File: src/rtl/ioport_pkg.sv
package ioport_pkg;

  typedef enum logic [2:0] {
    SEL_NONE,
    SEL_PROM,
    SEL_CSR,
    SEL_PTR,
    SEL_RST,
    SEL_BCR
  } resSel_e;

  // Strobes from the decoder to the datapath
  typedef struct packed {
    logic       hit;       // legal access this cycle
    logic       wr;        // write direction
    resSel_e    sel;       // addressed resource
    logic       hiHalf;    // 16-bit data rides on lanes 3:2
    logic       fullWord;  // 32-bit transfer
    logic [3:0] laneEn;    // active-high lane enables
    logic [1:0] promWord;  // address-store word index
  } ioStrobe_t;

  localparam logic [3:0] BE_LO  = 4'b1100;
  localparam logic [3:0] BE_HI  = 4'b0011;
  localparam logic [3:0] BE_ALL = 4'b0000;

endpackage

File: src/rtl/ioport_ctrl.sv
module ioport_ctrl
  import ioport_pkg::*;
(
  input  logic       clk,
  input  logic       hardRstN,
  input  logic       accValid,
  input  logic       accWrite,
  input  logic [4:0] accAddr,
  input  logic [3:0] accByteEnN,
  output ioStrobe_t  stb,
  output logic       rdValid,
  output logic       illegalAcc,
  output logic       softRstPulse,
  output logic       wideMode
);

  logic    legal;
  logic    fullW;
  logic    hiH;
  logic    setW;
  resSel_e sel;

  always_comb begin
    legal = 1'b0;
    fullW = 1'b0;
    hiH   = 1'b0;
    setW  = 1'b0;
    sel   = SEL_NONE;
    if (!wideMode) begin
      if (!accAddr[4]) begin
        if (!accWrite && accByteEnN == ~(4'b0001 << accAddr[1:0])) begin
          legal = 1'b1;
          sel   = SEL_PROM;
        end else if (accAddr[1:0] == 2'b00 && accByteEnN == BE_LO) begin
          legal = 1'b1;
          sel   = SEL_PROM;
        end else if (accAddr[1:0] == 2'b10 && accByteEnN == BE_HI) begin
          legal = 1'b1;
          sel   = SEL_PROM;
          hiH   = 1'b1;
        end
      end else begin
        case (accAddr[3:0])
          4'h0: begin
            if (accByteEnN == BE_LO) begin
              legal = 1'b1;
              sel   = SEL_CSR;
            end else if (accByteEnN == BE_ALL && accWrite) begin
              legal = 1'b1;
              sel   = SEL_CSR;
              fullW = 1'b1;
              setW  = 1'b1;
            end
          end
          4'h2: if (accByteEnN == BE_HI) begin
            legal = 1'b1;
            sel   = SEL_PTR;
            hiH   = 1'b1;
          end
          4'h4: if (accByteEnN == BE_LO) begin
            legal = 1'b1;
            sel   = SEL_RST;
          end
          4'h6: if (accByteEnN == BE_HI) begin
            legal = 1'b1;
            sel   = SEL_BCR;
            hiH   = 1'b1;
          end
          default: ;
        endcase
      end
    end else if (accAddr[1:0] == 2'b00 && accByteEnN == BE_ALL) begin
      legal = 1'b1;
      fullW = 1'b1;
      case (accAddr[4:2])
        3'd4:    sel = SEL_CSR;
        3'd5:    sel = SEL_PTR;
        3'd6:    sel = SEL_RST;
        3'd7:    sel = SEL_BCR;
        default: sel = SEL_PROM;
      endcase
    end
  end

  always_comb begin
    stb.hit      = accValid && legal;
    stb.wr       = accWrite;
    stb.sel      = sel;
    stb.hiHalf   = hiH;
    stb.fullWord = fullW;
    stb.laneEn   = ~accByteEnN;
    stb.promWord = accAddr[3:2];
  end

  always_ff @(posedge clk or negedge hardRstN) begin
    if (!hardRstN) begin
      rdValid      <= 1'b0;
      illegalAcc   <= 1'b0;
      softRstPulse <= 1'b0;
      wideMode     <= 1'b0;
    end else begin
      rdValid      <= accValid && !accWrite;
      illegalAcc   <= accValid && !legal;
      softRstPulse <= stb.hit && !accWrite && sel == SEL_RST;
      if (stb.hit && accWrite && setW) wideMode <= 1'b1;
    end
  end

endmodule

File: src/rtl/ioport_dp.sv
module ioport_dp
  import ioport_pkg::*;
#(
  parameter int         NUM_REGS  = 32,
  parameter int         MODE_BCR  = 18,
  parameter int         MODE_BIT  = 7,
  parameter logic [7:0] PROM_BASE = 8'h02,
  parameter logic [7:0] PROM_STEP = 8'h1D
) (
  input  logic        clk,
  input  logic        hardRstN,
  input  ioStrobe_t   stb,
  input  logic        softRst,
  input  logic        wideMode,
  input  logic [31:0] accWdata,
  output logic [31:0] rdData
);

  localparam int PROM_WORDS = 4;
  localparam int IDX_W = (NUM_REGS > 1) ? $clog2(NUM_REGS) : 1;
  localparam logic [IDX_W-1:0] MODE_IDX = IDX_W'(MODE_BCR);

  logic [31:0]      promMem [PROM_WORDS];
  logic [31:0]      csrMem  [NUM_REGS];
  logic [31:0]      bcrMem  [NUM_REGS];
  logic [IDX_W-1:0] ptrReg;

  logic [15:0] wrHalf;
  logic        wrCsr;
  logic        wrBcr;
  logic        wrPtr;
  logic        wrProm;

  assign wrHalf = stb.hiHalf ? accWdata[31:16] : accWdata[15:0];
  assign wrCsr  = stb.hit && stb.wr && stb.sel == SEL_CSR;
  assign wrBcr  = stb.hit && stb.wr && stb.sel == SEL_BCR;
  assign wrPtr  = stb.hit && stb.wr && stb.sel == SEL_PTR;
  assign wrProm = stb.hit && stb.wr && stb.sel == SEL_PROM;

  function automatic logic [31:0] mergeWr(input logic [31:0] old);
    return stb.fullWord ? accWdata : {old[31:16], wrHalf};
  endfunction

  // Address store
  always_ff @(posedge clk or negedge hardRstN) begin
    if (!hardRstN) begin
      for (int w = 0; w < PROM_WORDS; w++)
        for (int k = 0; k < 4; k++)
          promMem[w][8*k +: 8] <= PROM_BASE + 8'(4*w + k) * PROM_STEP;
    end else if (wrProm) begin
      for (int k = 0; k < 4; k++)
        if (stb.laneEn[k]) promMem[stb.promWord][8*k +: 8] <= accWdata[8*k +: 8];
    end
  end

  // Pointer
  always_ff @(posedge clk or negedge hardRstN) begin
    if (!hardRstN)    ptrReg <= '0;
    else if (softRst) ptrReg <= '0;
    else if (wrPtr)   ptrReg <= stb.fullWord ? accWdata[IDX_W-1:0] : wrHalf[IDX_W-1:0];
  end

  // Register banks
  for (genvar i = 0; i < NUM_REGS; i++) begin : g_regs
    always_ff @(posedge clk or negedge hardRstN) begin
      if (!hardRstN)                             csrMem[i] <= '0;
      else if (softRst)                          csrMem[i] <= '0;
      else if (wrCsr && ptrReg == IDX_W'(i))     csrMem[i] <= mergeWr(csrMem[i]);
    end
    always_ff @(posedge clk or negedge hardRstN) begin
      if (!hardRstN)                             bcrMem[i] <= '0;
      else if (wrBcr && ptrReg == IDX_W'(i))     bcrMem[i] <= mergeWr(bcrMem[i]);
    end
  end

  // Read path
  logic [31:0] bcrView;
  logic [31:0] regVal;
  logic [31:0] rdWord;

  always_comb begin
    bcrView = bcrMem[ptrReg];
    if (ptrReg == MODE_IDX) bcrView[MODE_BIT] = wideMode;
    case (stb.sel)
      SEL_CSR: regVal = csrMem[ptrReg];
      SEL_BCR: regVal = bcrView;
      SEL_PTR: regVal = 32'(ptrReg);
      default: regVal = '0;
    endcase
    if (stb.sel == SEL_PROM) begin
      for (int k = 0; k < 4; k++)
        rdWord[8*k +: 8] = stb.laneEn[k] ? promMem[stb.promWord][8*k +: 8] : 8'h00;
    end else if (stb.fullWord) begin
      rdWord = regVal;
    end else if (stb.hiHalf) begin
      rdWord = {regVal[15:0], 16'h0000};
    end else begin
      rdWord = {16'h0000, regVal[15:0]};
    end
  end

  always_ff @(posedge clk or negedge hardRstN) begin
    if (!hardRstN) rdData <= '0;
    else           rdData <= (stb.hit && !stb.wr) ? rdWord : '0;
  end

endmodule

File: src/rtl/ioport_top.sv
module ioport_top
  import ioport_pkg::*;
#(
  parameter int         NUM_REGS  = 32,
  parameter int         MODE_BCR  = 18,
  parameter int         MODE_BIT  = 7,
  parameter logic [7:0] PROM_BASE = 8'h02,
  parameter logic [7:0] PROM_STEP = 8'h1D
) (
  input  logic        clk,
  input  logic        hardRstN,
  input  logic        accValid,
  input  logic        accWrite,
  input  logic [4:0]  accAddr,
  input  logic [3:0]  accByteEnN,
  input  logic [31:0] accWdata,
  output logic [31:0] rdData,
  output logic        rdValid,
  output logic        illegalAcc,
  output logic        wideMode,
  output logic        softRstPulse
);

  ioStrobe_t stb;

  ioport_ctrl u_ctrl (
    .clk          (clk),
    .hardRstN     (hardRstN),
    .accValid     (accValid),
    .accWrite     (accWrite),
    .accAddr      (accAddr),
    .accByteEnN   (accByteEnN),
    .stb          (stb),
    .rdValid      (rdValid),
    .illegalAcc   (illegalAcc),
    .softRstPulse (softRstPulse),
    .wideMode     (wideMode)
  );

  ioport_dp #(
    .NUM_REGS  (NUM_REGS),
    .MODE_BCR  (MODE_BCR),
    .MODE_BIT  (MODE_BIT),
    .PROM_BASE (PROM_BASE),
    .PROM_STEP (PROM_STEP)
  ) u_dp (
    .clk      (clk),
    .hardRstN (hardRstN),
    .stb      (stb),
    .softRst  (softRstPulse),
    .wideMode (wideMode),
    .accWdata (accWdata),
    .rdData   (rdData)
  );

endmodule

File: config.mk
export PLATFORM = sky130hd
export DESIGN_NAME = ioport_top
export DESIGN_NICKNAME = d
export VERILOG_FILES = /design/src/rtl/ioport_pkg.sv /design/src/rtl/ioport_ctrl.sv /design/src/rtl/ioport_dp.sv /design/src/rtl/ioport_top.sv
export SDC_FILE = /design/constraint.sdc
export NUM_CORES = 2
export LEC_CHECK = 0
export ABC_AREA = 1
export BUFFER_PORTS_ARGS = -buffer_cell sky130_fd_sc_hd__buf_2
export CORE_UTILIZATION = 30
export DETAILED_ROUTE_END_ITERATION = 10
export GPL_TIMING_DRIVEN = 0
export PLACE_DENSITY_LB_ADDON = 0.1
export SLEW_MARGIN = 15
export SYNTH_ARGS = -nofsm -noshare
export SYNTH_HDL_FRONTEND = slang
export SYNTH_SLANG_ARGS = --single-unit
File: constraint.sdc
create_clock -name clk -period 2.85 [get_ports clk]
set_clock_uncertainty 0.2 [all_clocks]
set_input_delay 0.57 -clock clk [delete_from_list [all_inputs] [get_ports clk]]
set_output_delay 0.57 -clock clk [all_outputs]
set_load 0.005 [all_outputs]
==> out/metrics.csv <==
stage;metric;value;unit
logic_synthesis;cells after synthesis;13400;
timing;Hold Slack;-0.357;ns
floorplanning;die area;0.344;mm^2
pwr;Leak;64.6;nW
logic_synthesis;Synth area leader;dfrtp_1;
placement;I/O Buffers;77;
timing;final period utilization;121;%
grt;Global Route met2 Usage;50.6;%
run_status;failing checks;negative hold slack, negative setup slack;
run_status;status;finished with violations;
logic_synthesis;ys async rst share;100;%
logic_synthesis;Seq/Total Area, Yosys;54.2;%
grt;first-pass GRT wire length;842;mm
worst_setup_path;Worst Setup Start Kind;flip-flop;
logic_synthesis;Synth Warn #;0;
cts;Clock Tree Root;clkbuf_16;
worst_setup_path;chain of cells forming the critical path;buf_12 -> inv_8 -> nand2_8 -> buf_12 -> buf_8 -> clkbuf_4 -> buf_12 -> o21ai_0 -> o21ai_2 -> nand3_2 -> nand2_4 -> nand2_1 -> nand2_2 -> a21oi_1 -> a21oi_2;
grt;met1 GRT Util;47.6;%
grt;antenna violations before repair;109;
pwr;Power Total;0.0695;W
worst_setup_path;CP Capture Type;flip-flop;
grt;largest net degree at the start of global routing;128;
timing;final worst setup slack;-0.600;ns
route;final wirelength;638;mm
logic_synthesis;Cell variety after synth;39;
cts;Clock Path Buffers;4;
logic_synthesis;most common cell in the netlist;nand2_1;
cts;worst skew pair latency;0.95;ns
grt;Tot GR Track Use;35.8;%
grt;global route hottest layer;met2;
floorplanning;die width;587;um
cells_and_area;synth-to-layout area growth;26.0;%
min_path;worst hold path type;in2async;
floorplanning;CORE AREA;0.340;mm^2
placement;DP HPWL;459;mm
placement;dpl ws;-2.69;ns
logic_synthesis;Post-synth EDFFs;0;
placement;dpl cells;18200;
logic_synthesis;synth top area cells;dfrtp_1 (53%), nand2_1 (18%), nor2_1 (7.4%);
timing;Slew @ Worst Pin;1.36;ns
logic_synthesis;top cell type's share of synthesized area;52.6;%
cts;depth of the CTS H-tree;5;
cts;CTS Buf Count;276;
cts;Reg clk slew, reported paths;0.06;ns
cells_and_area;Post-Layout Cell Count;18900;
placement;Routability Congestion;1.05;
cts;TritonCTS clock tree;done;
worst_setup_path;CP required;3.51;ns
grt;grt total ovfl;0;
logic_synthesis;Mapped Nets;13500;
route;DR DRC count;0;
route;WL/cell;33.8;um
pwr;worst vdd ir;0.000446;V
worst_setup_path;crit path max fanout;10;
route;DR iter-0 viols;15500;
cells_and_area;# nets final;14200;
worst_setup_path;Crit-path slowest cell;dfrtp_1;
route;via count;104000;
worst_setup_path;Worst EP arrival;4.11;ns
logic_synthesis;Top FF cell, synth;dfrtp_1;
logic_synthesis;mapped cell area;0.103;mm^2
grt;met3 GRT Util;11.8;%
placement;Area after DPL;0.112;mm^2
route;DR vias/cell;5.48;
cells_and_area;fill cell count;35600;
timing;Setup TNS;-216.93;ns
timing;Tmin final;3.45;ns
route;ANT nets after route;0;
grt;vias in the first global route;93800;
worst_setup_path;cell repeated most along the worst path;buf_12;
timing;max frequency;0.290;GHz
floorplanning;num ports;81;
worst_setup_path;peak per-stage delay on the critical path;0.40;ns
cells_and_area;post-route design area;0.129;mm^2
route;Initial DRT Pass Iterations;9;
floorplanning;Initial Util;30.2;%
logic_synthesis;Avg Cell Area, Syn;7.64;um^2
timing;RSZ-0062 raised after global routing;yes;
logic_synthesis;Seq cells post-synth;2216;
floorplanning;die height;587;um
timing;final-report setup violation count;1760;
cells_and_area;layout cells sized above 1;14.9;%
pwr;Pwr Density;538;mW/mm^2
flow_run;max-cap check violation count;0;
timing;final hold violation count;199;
cts;clock sink count;2216;
floorplanning;Core Rows;214;
timing;Worst slew margin;9.48;%
timing;Max Slew Vio Count;0;
logic_synthesis;Synth top cells by count;nand2_1 (4909), dfrtp_1 (2154), nor2_1 (2015), o21ai_0 (1469), clkbuf_1 (701);
worst_setup_path;crit path kind;reg2reg;
[sequential cells by signal, indices dropped and copies added, names as in the netlist]
| register | flops |
|---|---|
| u_ctrl.rdValid | 1 |
| u_dp.csrMem | 1024 |
| u_dp.promMem | 128 |
| u_dp.bcrMem | 1023 |
| u_dp.rdData | 32 |
| u_ctrl.wideMode | 1 |
| u_ctrl.illegalAcc | 1 |
| u_dp.ptrReg | 5 |
| u_ctrl.softRstPulse | 1 |
[kinds of logic (layout without fill, tap and decap cells)]
logic type	count (synthesis)	in the layout	synth area share, %
AOI/OAI and AO/OA	2152	2152	11.0
buffers and inverters	1545	2437	6.09
other	0	52	0
and+or+nand+nor	7496	7498	28.7
DFF	2216	2216	54.2
[critical path, delay by kind of cell, from the launching register on]
family	cells	cell delay, ns
and+or+nand+nor	5	0.82
DFF	1	0.40
AOI/OAI and AO/OA	4	0.73
buffers and inverters	6	1.16
[power by group]
part,internal [W],switching (W)
Clock,0.0205,0.0153
Sequential,0.0315,0.000000928
Combinational,0.000374,0.00180
[area by class of cell]
| class | instances | area, um^2 | area share [%] |
|---|---|---|---|
| sequential | 2216 | 55500 | 43.0 |
| clock buffer | 420 | 8230 | 6.37 |
| tap | 4536 | 5680 | 4.39 |
| antenna | 52 | 130 | 0.101 |
| timing repair buffer | 424 | 6190 | 4.79 |
| inverter | 568 | 2260 | 1.75 |
| buffer | 976 | 7280 | 5.64 |
| multi-input combinational | 9650 | 43300 | 33.5 |
| clock inverter | 49 | 587 | 0.454 |
[cells in the final DEF (no fill, tap or decap), drive strengths merged]
master / instances
o22ai: 146
a22oi: 71
o22a: 34
dfrtp: 2154
o2111ai: 1
nor3: 38
a21oi: 221
bufbuf: 1
dlygate4sd3: 27
nor2: 2022
or2: 2
dfstp: 62
buf: 705
diode: 52
inv: 560
clkbuf: 1086
nand3b: 1
nand2: 4967
o21ai: 1668
bufinv: 7
nand3: 441
clkinvlp: 3
dlymetal6s4s: 1
nand4: 27
clkinv: 47
a31oi: 11
[worst paths after layout]
check / slack, ns / from / to / cells past startpoint
max: -0.60 / u_dp.ptrReg[1] / u_dp.rdData[16] / 15
min: -0.36 / hardRstN / u_dp.csrMem[460] / 4
max reg2reg: -0.60 / u_dp.ptrReg[1] / u_dp.rdData[16] / 15
min reg2reg: 0.27 / u_dp.csrMem[88] / u_dp.csrMem[88] / 2
max in group asynchronous: 0.53 / hardRstN / u_dp.promMem[11] / 10
min in group clk: -0.01 / accAddr[4] / u_ctrl.softRstPulse / 3
[timing repair]
action	CTS	global route
hold buffers	24	13
setup endpoints to repair	2335	2401
gates resized for setup	1002	1031
cloned	7	18
hold endpoints to repair	334	180
setup buffers	36	123
pin swaps	42	96
[metal layers]
layer  wire (um)  part of all wire, %  vias to the layer above
met4       45000                  7.0                       34
li1            -                    -                    43800
met5         293                0.046                        -
met1      256000                   40                    51600
met2      260000                   41                     6537
met3       77700                   12                     1581
[metrics by stage]
stage / hold slack [ns] / util (%)
finish: -0.357 / 38.0
global route: -0.219 / 38.0
CTS: -0.623 / 36.8
detailed placement: 0.254 / 33.0
global placement: 0.248 / 32.0
floorplan: 0.0744 / -
(Power assumes the default switching activity.)
